File: src/rtl/xlat_pkg.sv
// Shared definitions for the translation buffer.
// Assumes pages of 1 << PAGE_BITS bytes for every instance.
package xlat_pkg;
    localparam int PAGE_BITS = 12;

    // Which rule produced the recommended refill slot.
    typedef enum logic [1:0] {
        VIC_FREE   = 2'd0,
        VIC_COLD   = 2'd1,
        VIC_ROTATE = 2'd2
    } vic_rule_e;
endpackage

File: src/rtl/xlat_match.sv
// Parallel page-number comparator: one equality compare per slot,
// gated by that slot's valid bit. Purely combinational.
// Assumes the caller keeps at most one valid copy of any page number.
module xlat_match #(
    parameter int SLOTS = 8,
    parameter int VPN_W = 20
) (
    input  logic [SLOTS-1:0]            valid,
    input  logic [SLOTS-1:0][VPN_W-1:0] tags,
    input  logic [VPN_W-1:0]            key,
    output logic [SLOTS-1:0]            hit
);
    for (genvar g = 0; g < SLOTS; g++) begin : g_cmp
        // Compare one slot's tag against the key.
        assign hit[g] = valid[g] && (tags[g] == key);
    end
endmodule

File: src/rtl/xlat_victim.sv
// Refill slot chooser: lowest empty slot, else lowest valid slot with
// a clear used bit, else a rotating pointer. The pointer moves only
// when the caller reports that a refill used the rotation choice.
// Assumes SLOTS >= 2.
module xlat_victim
    import xlat_pkg::*;
#(
    parameter int SLOTS = 8,
    localparam int IDX_W = $clog2(SLOTS)
) (
    input  logic             clk,
    input  logic             rst_n,
    input  logic [SLOTS-1:0] valid,
    input  logic [SLOTS-1:0] refd,
    input  logic             advance,
    output logic [IDX_W-1:0] slot,
    output vic_rule_e        rule
);
    logic [IDX_W-1:0] rr_q;
    logic [IDX_W-1:0] free_idx, cold_idx;
    logic             have_free, have_cold;

    // Priority search, scanning downward so the lowest index wins.
    always_comb begin
        free_idx  = '0;
        cold_idx  = '0;
        have_free = 1'b0;
        have_cold = 1'b0;
        for (int i = SLOTS - 1; i >= 0; i--) begin
            if (!valid[i]) begin
                have_free = 1'b1;
                free_idx  = IDX_W'(i);
            end
            if (valid[i] && !refd[i]) begin
                have_cold = 1'b1;
                cold_idx  = IDX_W'(i);
            end
        end
    end

    // Select among the three rules in priority order.
    always_comb begin
        if (have_free) begin
            slot = free_idx;
            rule = VIC_FREE;
        end else if (have_cold) begin
            slot = cold_idx;
            rule = VIC_COLD;
        end else begin
            slot = rr_q;
            rule = VIC_ROTATE;
        end
    end

    // Rotating pointer, advanced when a refill took the rotation slot.
    always_ff @(posedge clk) begin
        if (!rst_n) begin
            rr_q <= '0;
        end else if (advance) begin
            rr_q <= (rr_q == IDX_W'(SLOTS - 1)) ? '0 : rr_q + IDX_W'(1);
        end
    end

    // an empty slot, if any exists, is always the one recommended.
    assert_free_first_R7: assert property (@(posedge clk) disable iff (!rst_n)
        (~valid != '0) |-> !valid[slot]);
endmodule

File: src/rtl/xlat_store.sv
// Slot storage: valid, tag, physical page, used and modified bits.
// Per-slot priority: invalidate, then refill, then access updates.
// Assumes fill_we has at most one bit set.
module xlat_store #(
    parameter int SLOTS = 8,
    parameter int VPN_W = 20,
    parameter int PPN_W = 20
) (
    input  logic                        clk,
    input  logic                        rst_n,
    input  logic                        inv_all,
    input  logic                        ref_clear,
    input  logic [SLOTS-1:0]            hit_en,
    input  logic                        acc_write,
    input  logic [SLOTS-1:0]            fill_we,
    input  logic [VPN_W-1:0]            fill_vpn,
    input  logic [PPN_W-1:0]            fill_ppn,
    output logic [SLOTS-1:0]            valid,
    output logic [SLOTS-1:0][VPN_W-1:0] tags,
    output logic [SLOTS-1:0][PPN_W-1:0] ppns,
    output logic [SLOTS-1:0]            refd,
    output logic [SLOTS-1:0]            dirty
);
    for (genvar g = 0; g < SLOTS; g++) begin : g_slot
        // Valid and status bits of one slot.
        always_ff @(posedge clk) begin
            if (!rst_n) begin
                valid[g] <= 1'b0;
                refd[g]  <= 1'b0;
                dirty[g] <= 1'b0;
            end else if (inv_all) begin
                valid[g] <= 1'b0;
            end else if (fill_we[g]) begin
                valid[g] <= 1'b1;
                refd[g]  <= 1'b0;
                dirty[g] <= 1'b0;
            end else begin
                if (hit_en[g]) begin
                    refd[g] <= 1'b1;
                end else if (ref_clear) begin
                    refd[g] <= 1'b0;
                end
                if (hit_en[g] && acc_write) begin
                    dirty[g] <= 1'b1;
                end
            end
        end

        // Mapping payload of one slot, loaded only by a refill.
        always_ff @(posedge clk) begin
            if (!rst_n) begin
                tags[g] <= '0;
                ppns[g] <= '0;
            end else if (fill_we[g] && !inv_all) begin
                tags[g] <= fill_vpn;
                ppns[g] <= fill_ppn;
            end
        end
    end

    // a global invalidate leaves no slot valid.
    assert_inv_empties_R9: assert property (@(posedge clk) disable iff (!rst_n)
        inv_all |=> (valid == '0));

    // a bulk clear with no competing hit or refill zeroes all used bits.
    assert_ref_clear_R5: assert property (@(posedge clk) disable iff (!rst_n)
        (ref_clear && !inv_all && (hit_en == '0) && (fill_we == '0)) |=> (refd == '0));
endmodule

File: src/rtl/xlat_tlb.sv
// Fully associative translation buffer top. Lookups are compared
// against all slots at once and answered with registered outputs one
// edge later. Misses raise rs_fault and change nothing. Refills are
// written to the recommended slot, or to the slot already holding the
// same page. Assumes 4 KiB pages and VA_W, PA_W > PAGE_BITS.
module xlat_tlb
    import xlat_pkg::*;
#(
    parameter int SLOTS = 8,
    parameter int VA_W  = 32,
    parameter int PA_W  = 32,
    localparam int VPN_W = VA_W - PAGE_BITS,
    localparam int PPN_W = PA_W - PAGE_BITS,
    localparam int IDX_W = $clog2(SLOTS)
) (
    input  logic             clk,
    input  logic             rst_n,
    input  logic             lk_valid,
    input  logic             lk_write,
    input  logic [VA_W-1:0]  lk_vaddr,
    output logic             rs_valid,
    output logic             rs_fault,
    output logic [PA_W-1:0]  rs_paddr,
    output logic             rs_dirty,
    input  logic             fill_valid,
    input  logic [VPN_W-1:0] fill_vpn,
    input  logic [PPN_W-1:0] fill_ppn,
    output logic [IDX_W-1:0] fill_slot,
    input  logic             ref_clear,
    input  logic             inv_all
);
    logic [SLOTS-1:0]            valid, refd, dirty;
    logic [SLOTS-1:0][VPN_W-1:0] tags;
    logic [SLOTS-1:0][PPN_W-1:0] ppns;
    logic [SLOTS-1:0]            hit_vec, dup_vec, hit_en, fill_we, fill_tgt;
    logic [PPN_W-1:0]            hit_ppn;
    logic                        hit_dirty, lk_hit, advance;
    vic_rule_e                   vic_rule;

    xlat_match #(.SLOTS(SLOTS), .VPN_W(VPN_W)) u_lk_match (
        .valid (valid),
        .tags  (tags),
        .key   (lk_vaddr[VA_W-1:PAGE_BITS]),
        .hit   (hit_vec)
    );

    xlat_match #(.SLOTS(SLOTS), .VPN_W(VPN_W)) u_fill_match (
        .valid (valid),
        .tags  (tags),
        .key   (fill_vpn),
        .hit   (dup_vec)
    );

    xlat_victim #(.SLOTS(SLOTS)) u_victim (
        .clk     (clk),
        .rst_n   (rst_n),
        .valid   (valid),
        .refd    (refd),
        .advance (advance),
        .slot    (fill_slot),
        .rule    (vic_rule)
    );

    xlat_store #(.SLOTS(SLOTS), .VPN_W(VPN_W), .PPN_W(PPN_W)) u_store (
        .clk       (clk),
        .rst_n     (rst_n),
        .inv_all   (inv_all),
        .ref_clear (ref_clear),
        .hit_en    (hit_en),
        .acc_write (lk_write),
        .fill_we   (fill_we),
        .fill_vpn  (fill_vpn),
        .fill_ppn  (fill_ppn),
        .valid     (valid),
        .tags      (tags),
        .ppns      (ppns),
        .refd      (refd),
        .dirty     (dirty)
    );

    // Gate the match vector with the request strobe.
    assign hit_en = lk_valid ? hit_vec : '0;
    assign lk_hit = |hit_en;

    // Select the matched slot's physical page and modified bit.
    always_comb begin
        hit_ppn   = '0;
        hit_dirty = 1'b0;
        for (int i = 0; i < SLOTS; i++) begin
            if (hit_vec[i]) begin
                hit_ppn   = hit_ppn | ppns[i];
                hit_dirty = hit_dirty | dirty[i];
            end
        end
    end

    // Route a refill to the existing copy of the page, else to the recommended slot.
    always_comb begin
        fill_tgt = (dup_vec != '0) ? dup_vec : (SLOTS'(1) << fill_slot);
        fill_we  = (fill_valid && !inv_all) ? fill_tgt : '0;
        advance  = fill_valid && !inv_all && (dup_vec == '0) && (vic_rule == VIC_ROTATE);
    end

    // Register the response: translation on a hit, fault on a miss.
    always_ff @(posedge clk) begin
        if (!rst_n) begin
            rs_valid <= 1'b0;
            rs_fault <= 1'b0;
            rs_paddr <= '0;
            rs_dirty <= 1'b0;
        end else begin
            rs_valid <= lk_valid;
            rs_fault <= lk_valid && !lk_hit;
            rs_paddr <= lk_hit ? {hit_ppn, lk_vaddr[PAGE_BITS-1:0]} : '0;
            rs_dirty <= lk_hit && (hit_dirty || lk_write);
        end
    end

    // no page is held in two slots, so at most one slot matches.
    assert_single_match_R8: assert property (@(posedge clk) disable iff (!rst_n)
        $onehot0(hit_vec));

    // a fault is only ever reported inside a response.
    assert_fault_in_rsp_R3: assert property (@(posedge clk) disable iff (!rst_n)
        rs_fault |-> rs_valid);

    // a successful translation keeps the offset of the request.
    assert_offset_kept_R2: assert property (@(posedge clk) disable iff (!rst_n)
        lk_valid |=> (rs_fault || rs_paddr[PAGE_BITS-1:0] == $past(lk_vaddr[PAGE_BITS-1:0])));
endmodule

File: config.mk
export PLATFORM = sky130hd
export DESIGN_NAME = xlat_tlb
export DESIGN_NICKNAME = d
export VERILOG_FILES = /design/src/rtl/xlat_pkg.sv /design/src/rtl/xlat_match.sv /design/src/rtl/xlat_victim.sv /design/src/rtl/xlat_store.sv /design/src/rtl/xlat_tlb.sv
export SDC_FILE = /design/constraint.sdc
export NUM_CORES = 1
export LEC_CHECK = 0
export BUFFER_PORTS_ARGS = -buffer_cell sky130_fd_sc_hd__buf_2
export CORE_MARGIN = 8
export CORE_UTILIZATION = 58
export DETAILED_ROUTE_END_ITERATION = 12
export PLACE_DENSITY = 0.77
export SLEW_MARGIN = 15
export SYNTH_ARGS = -nofsm -noshare
export SYNTH_HDL_FRONTEND = slang
export SYNTH_SLANG_ARGS = --single-unit
File: constraint.sdc
create_clock -name clk -period 3.25 [get_ports clk]
set_input_delay 0.1625 -clock clk [delete_from_list [all_inputs] [get_ports clk]]
set_output_delay 0.1625 -clock clk [all_outputs]
set_load 0.01 [all_outputs]
==> reports/metrics.yaml <==
worst_setup_path:
  end_kind: "register"
  crit_top_cell: "nor4_1"
  crit_arrival_ps: 3470
  path_class: "reg -> reg"
  cp_max_fo: 3
  critical_path.max_stage_delay_ps: 890
  required_ps: 3680
  path_buf_inv: 1
  crit_family: "simple AND/OR/NAND/NOR gates"
  cp-start-kind: "register"
  path_cells: "xor2_1 -> nor4_1 -> nand4_1 -> nand4_4 -> buf_4 -> nor4_1 -> mux2i_1 -> nor2b_1"
  slowest_stage: "nor4_1"
cts:
  cts.htree.levels: 2
  cts_buffer_depth: 3
  clkSinkCount: 382
  worstSkewPairLatency_ps: 540
  tritoncts: "yes"
  numCtsBuffers: 41
  path_clk_slew_ps: 60
  cts_setup_buffers: 0
  cts_root_buf: "clkbuf_16"
placed_design:
  port_buffers: 116
  routabilityCongestion: 1.05
  hpwl_um: 46400
synthesis:
  synth-compound-area-share: 0.0644
  synth_fp_nets: 2020
  syn_area_per_cell_um2: 9.82
  synth_ff_type: "dfxtp_1"
  synthTopCellsByArea: "dfxtp_1 40%, mux2i_1 17%, xnor2_1 7.4%"
  synth_top_area_cell: "dfxtp_1"
  ys_ff_latch: 382
  synth_cells: 1939
  ys_seq_area_frac: 0.402
  async_flop_share: 0
  synth_top_area_frac: 0.402
  synth_edf_count: 0
  synth_top_family_by_area: "multiplexers"
  ys.warnings.count: 0
  syn_area_um2: 19000
  muxShareOfSynthArea: 0.170
  synth_xor_xnor_area_share: 0.149
  synth_cell_types: 66
  synth_fa_ha_area_frac: 0.00131
  synthSimpleGateAreaFrac: 0.157
die:
  top_level_ports: 117
  die_w_um: 197
  die_y_um: 197
  core.rowCount: 66
  core-area_um2: 32500
  start_util: 0.587
  die_area_um2: 38900
sta:
  fin_crit_ps: 3040
  setup_viol_count_final: 0
  finalMaxSlewViolations: 0
  fin_crit_sh: 0.935
  max_freq_mhz: 329
  setup_tns_ps: 0
  rsz0062_at_grt: "false"
  worst_pin_slew_ps: 1120
  slew_headroom: 0.247
  final_hold_viol_count: 0
  final.setup_skew_ps: 11.8
route:
  drtIter0Drc: 1510
  via_per_inst: 6.11
  detail-route-antenna-nets: 0
  wl_um: 65200
  firstDrtPassIters: 5
  routedWlPerCell_um: 25.9
  drc: 0
  via_count: 15400
global_route:
  grt_pass1_wl_um: 97800
  overflow: 0
  grt_max_degree: 96
  grt_pass1_vias: 15300
  antenna_found_initial: 2
  track_usage: 0.330
status:
  outcome: "finished, final reports clean"
power_and_ir_drop:
  power.total_w: 0.0102
  peakVddDrop_v: 0.000420
  p_leak_nw: 9.43
  p_per_area_nw_per_um2: 473
final_layout:
  syn_to_final_growth_pct: 13.3
  fin_nets: 2134
  drive_gt1_frac: 0.144
  finalCoreUtilization: 0.665
  diodes: 0
job:
  max-cap-violations: 0
worst_hold_path:
  holdCritPathClass: "in -> reg"
[layout by cell type, fill, tap and decap left out, types with 21 or more instances in the layout]
cell type	count
a221oi_1	21
a22oi_1	49
buf_12	24
buf_2	115
buf_4	59
clkbuf_16	42
dfxtp_1	382
mux2i_1	323
nand2_1	372
nand4_1	70
nor4_1	41
xnor2_1	161
xor2_1	153
[synth_stat cells (all sizes together), types with 6 or more instances]
| master | number |
|---|---|
| dfxtp | 382 |
| and3 | 13 |
| nand2b | 9 |
| buf | 73 |
| and3b | 6 |
| a221oi | 21 |
| inv | 11 |
| a22o | 20 |
| clkbuf | 66 |
| nand3 | 21 |
| nor4 | 53 |
| mux2i | 323 |
| nand4 | 71 |
| a22oi | 49 |
| nand2 | 373 |
| a21oi | 19 |
| nor2 | 14 |
| xnor2 | 163 |
| nor2b | 14 |
| xor2 | 156 |
| a31oi | 25 |
| nor3 | 8 |
[where the power goes]
| group | switching [W] | internal (W) | total, W | leakage (nW) |
|---|---|---|---|---|
| clock network | 0.00192 | 0.00269 | 0.00461 | 0.641 |
| registers | 0.0000289 | 0.00472 | 0.00474 | 3.08 |
| logic | 0.000577 | 0.000265 | 0.000841 | 5.71 |
| total | 0.00253 | 0.00767 | 0.0102 | 9.43 |
[path summary, 6_finish.rpt]
path / from / slack (ps) / depth (start not counted) / end
worst max-delay path: u_store.tags[93] / 210 / 8 / u_victim.rr_q[2]
worst min-delay path: ref_clear / 30 / 4 / u_store.refd[6]
worst max register to register: u_store.tags[93] / 210 / 8 / u_victim.rr_q[2]
worst min register to register: u_store.ppns[86] / 460 / 2 / u_store.ppns[86]
[flip-flops by register name (all words and copies together) (netlist names)]
signal and flops:
u_store.ppns 160, rs_paddr 32, rs_fault 1, u_victim.rr_q 3, u_store.valid 8, u_store.refd 8, u_store.tags 160, u_store.dirty 8
rs_valid 1, rs_dirty 1
[worst register-to-register path: stages, from the launching register on]
cell	delay [ps]
dfxtp_1	430
xor2_1	470
nor4_1	170
nand4_1	270
nand4_4	160
buf_4	160
nor4_1	890
mux2i_1	300
nor2b_1	70
[layer usage]
metal | share of wire | wire (µm) | up-vias | global-route usage
li1 | - | - | 6946 | -
met1 | 0.44 | 28400 | 7563 | 0.457
met2 | 0.43 | 28000 | 731 | 0.499
met3 | 0.097 | 6350 | 148 | 0.0773
met4 | 0.037 | 2390 | 4 | 0.111
met5 | 0.00040 | 26 | - | 0
[metrics by stage]
stage | area (µm²) | cells | setup WS (ps) | hold WS, ps
2_1_floorplan | 19000 | 1939 | 892 | 308
3_3_place_gp | 20100 | 2439 | 248 | 387
3_5_place_dp | 20100 | 2439 | 294 | 389
4_1_cts | 21600 | 2520 | 353 | 20.4
5_1_grt | 21600 | 2520 | 147 | 66.7
6_report | 21600 | 2520 | 212 | 27.3
[final cells by class]
class / count / area [µm²]
fillers: 2590 / 10900
multi-input cells: 1405 / 10400
flip-flops and latches: 382 / 7650
repair buffers: 212 / 1640
clock buffers: 60 / 1190
well taps: 442 / 553
clock inverters: 8 / 116
inverters: 11 / 41.3
[cells by family (layout without fill, tap and decap cells)]
kind of cell,Yosys count,in the layout
mux,323,323
xor+xnor,319,319
buf+inv,152,291
compound gates,152,152
flops,382,382
simple gates,609,609
fa+ha+maj,2,2
[what timing repair did]
action,4_1_cts,5_1_grt
resized for setup,0,0
hold endpoints to repair,14,0
hold buffers,13,0
setup endpoints to repair,0,0
(Power assumes the default switching activity.)
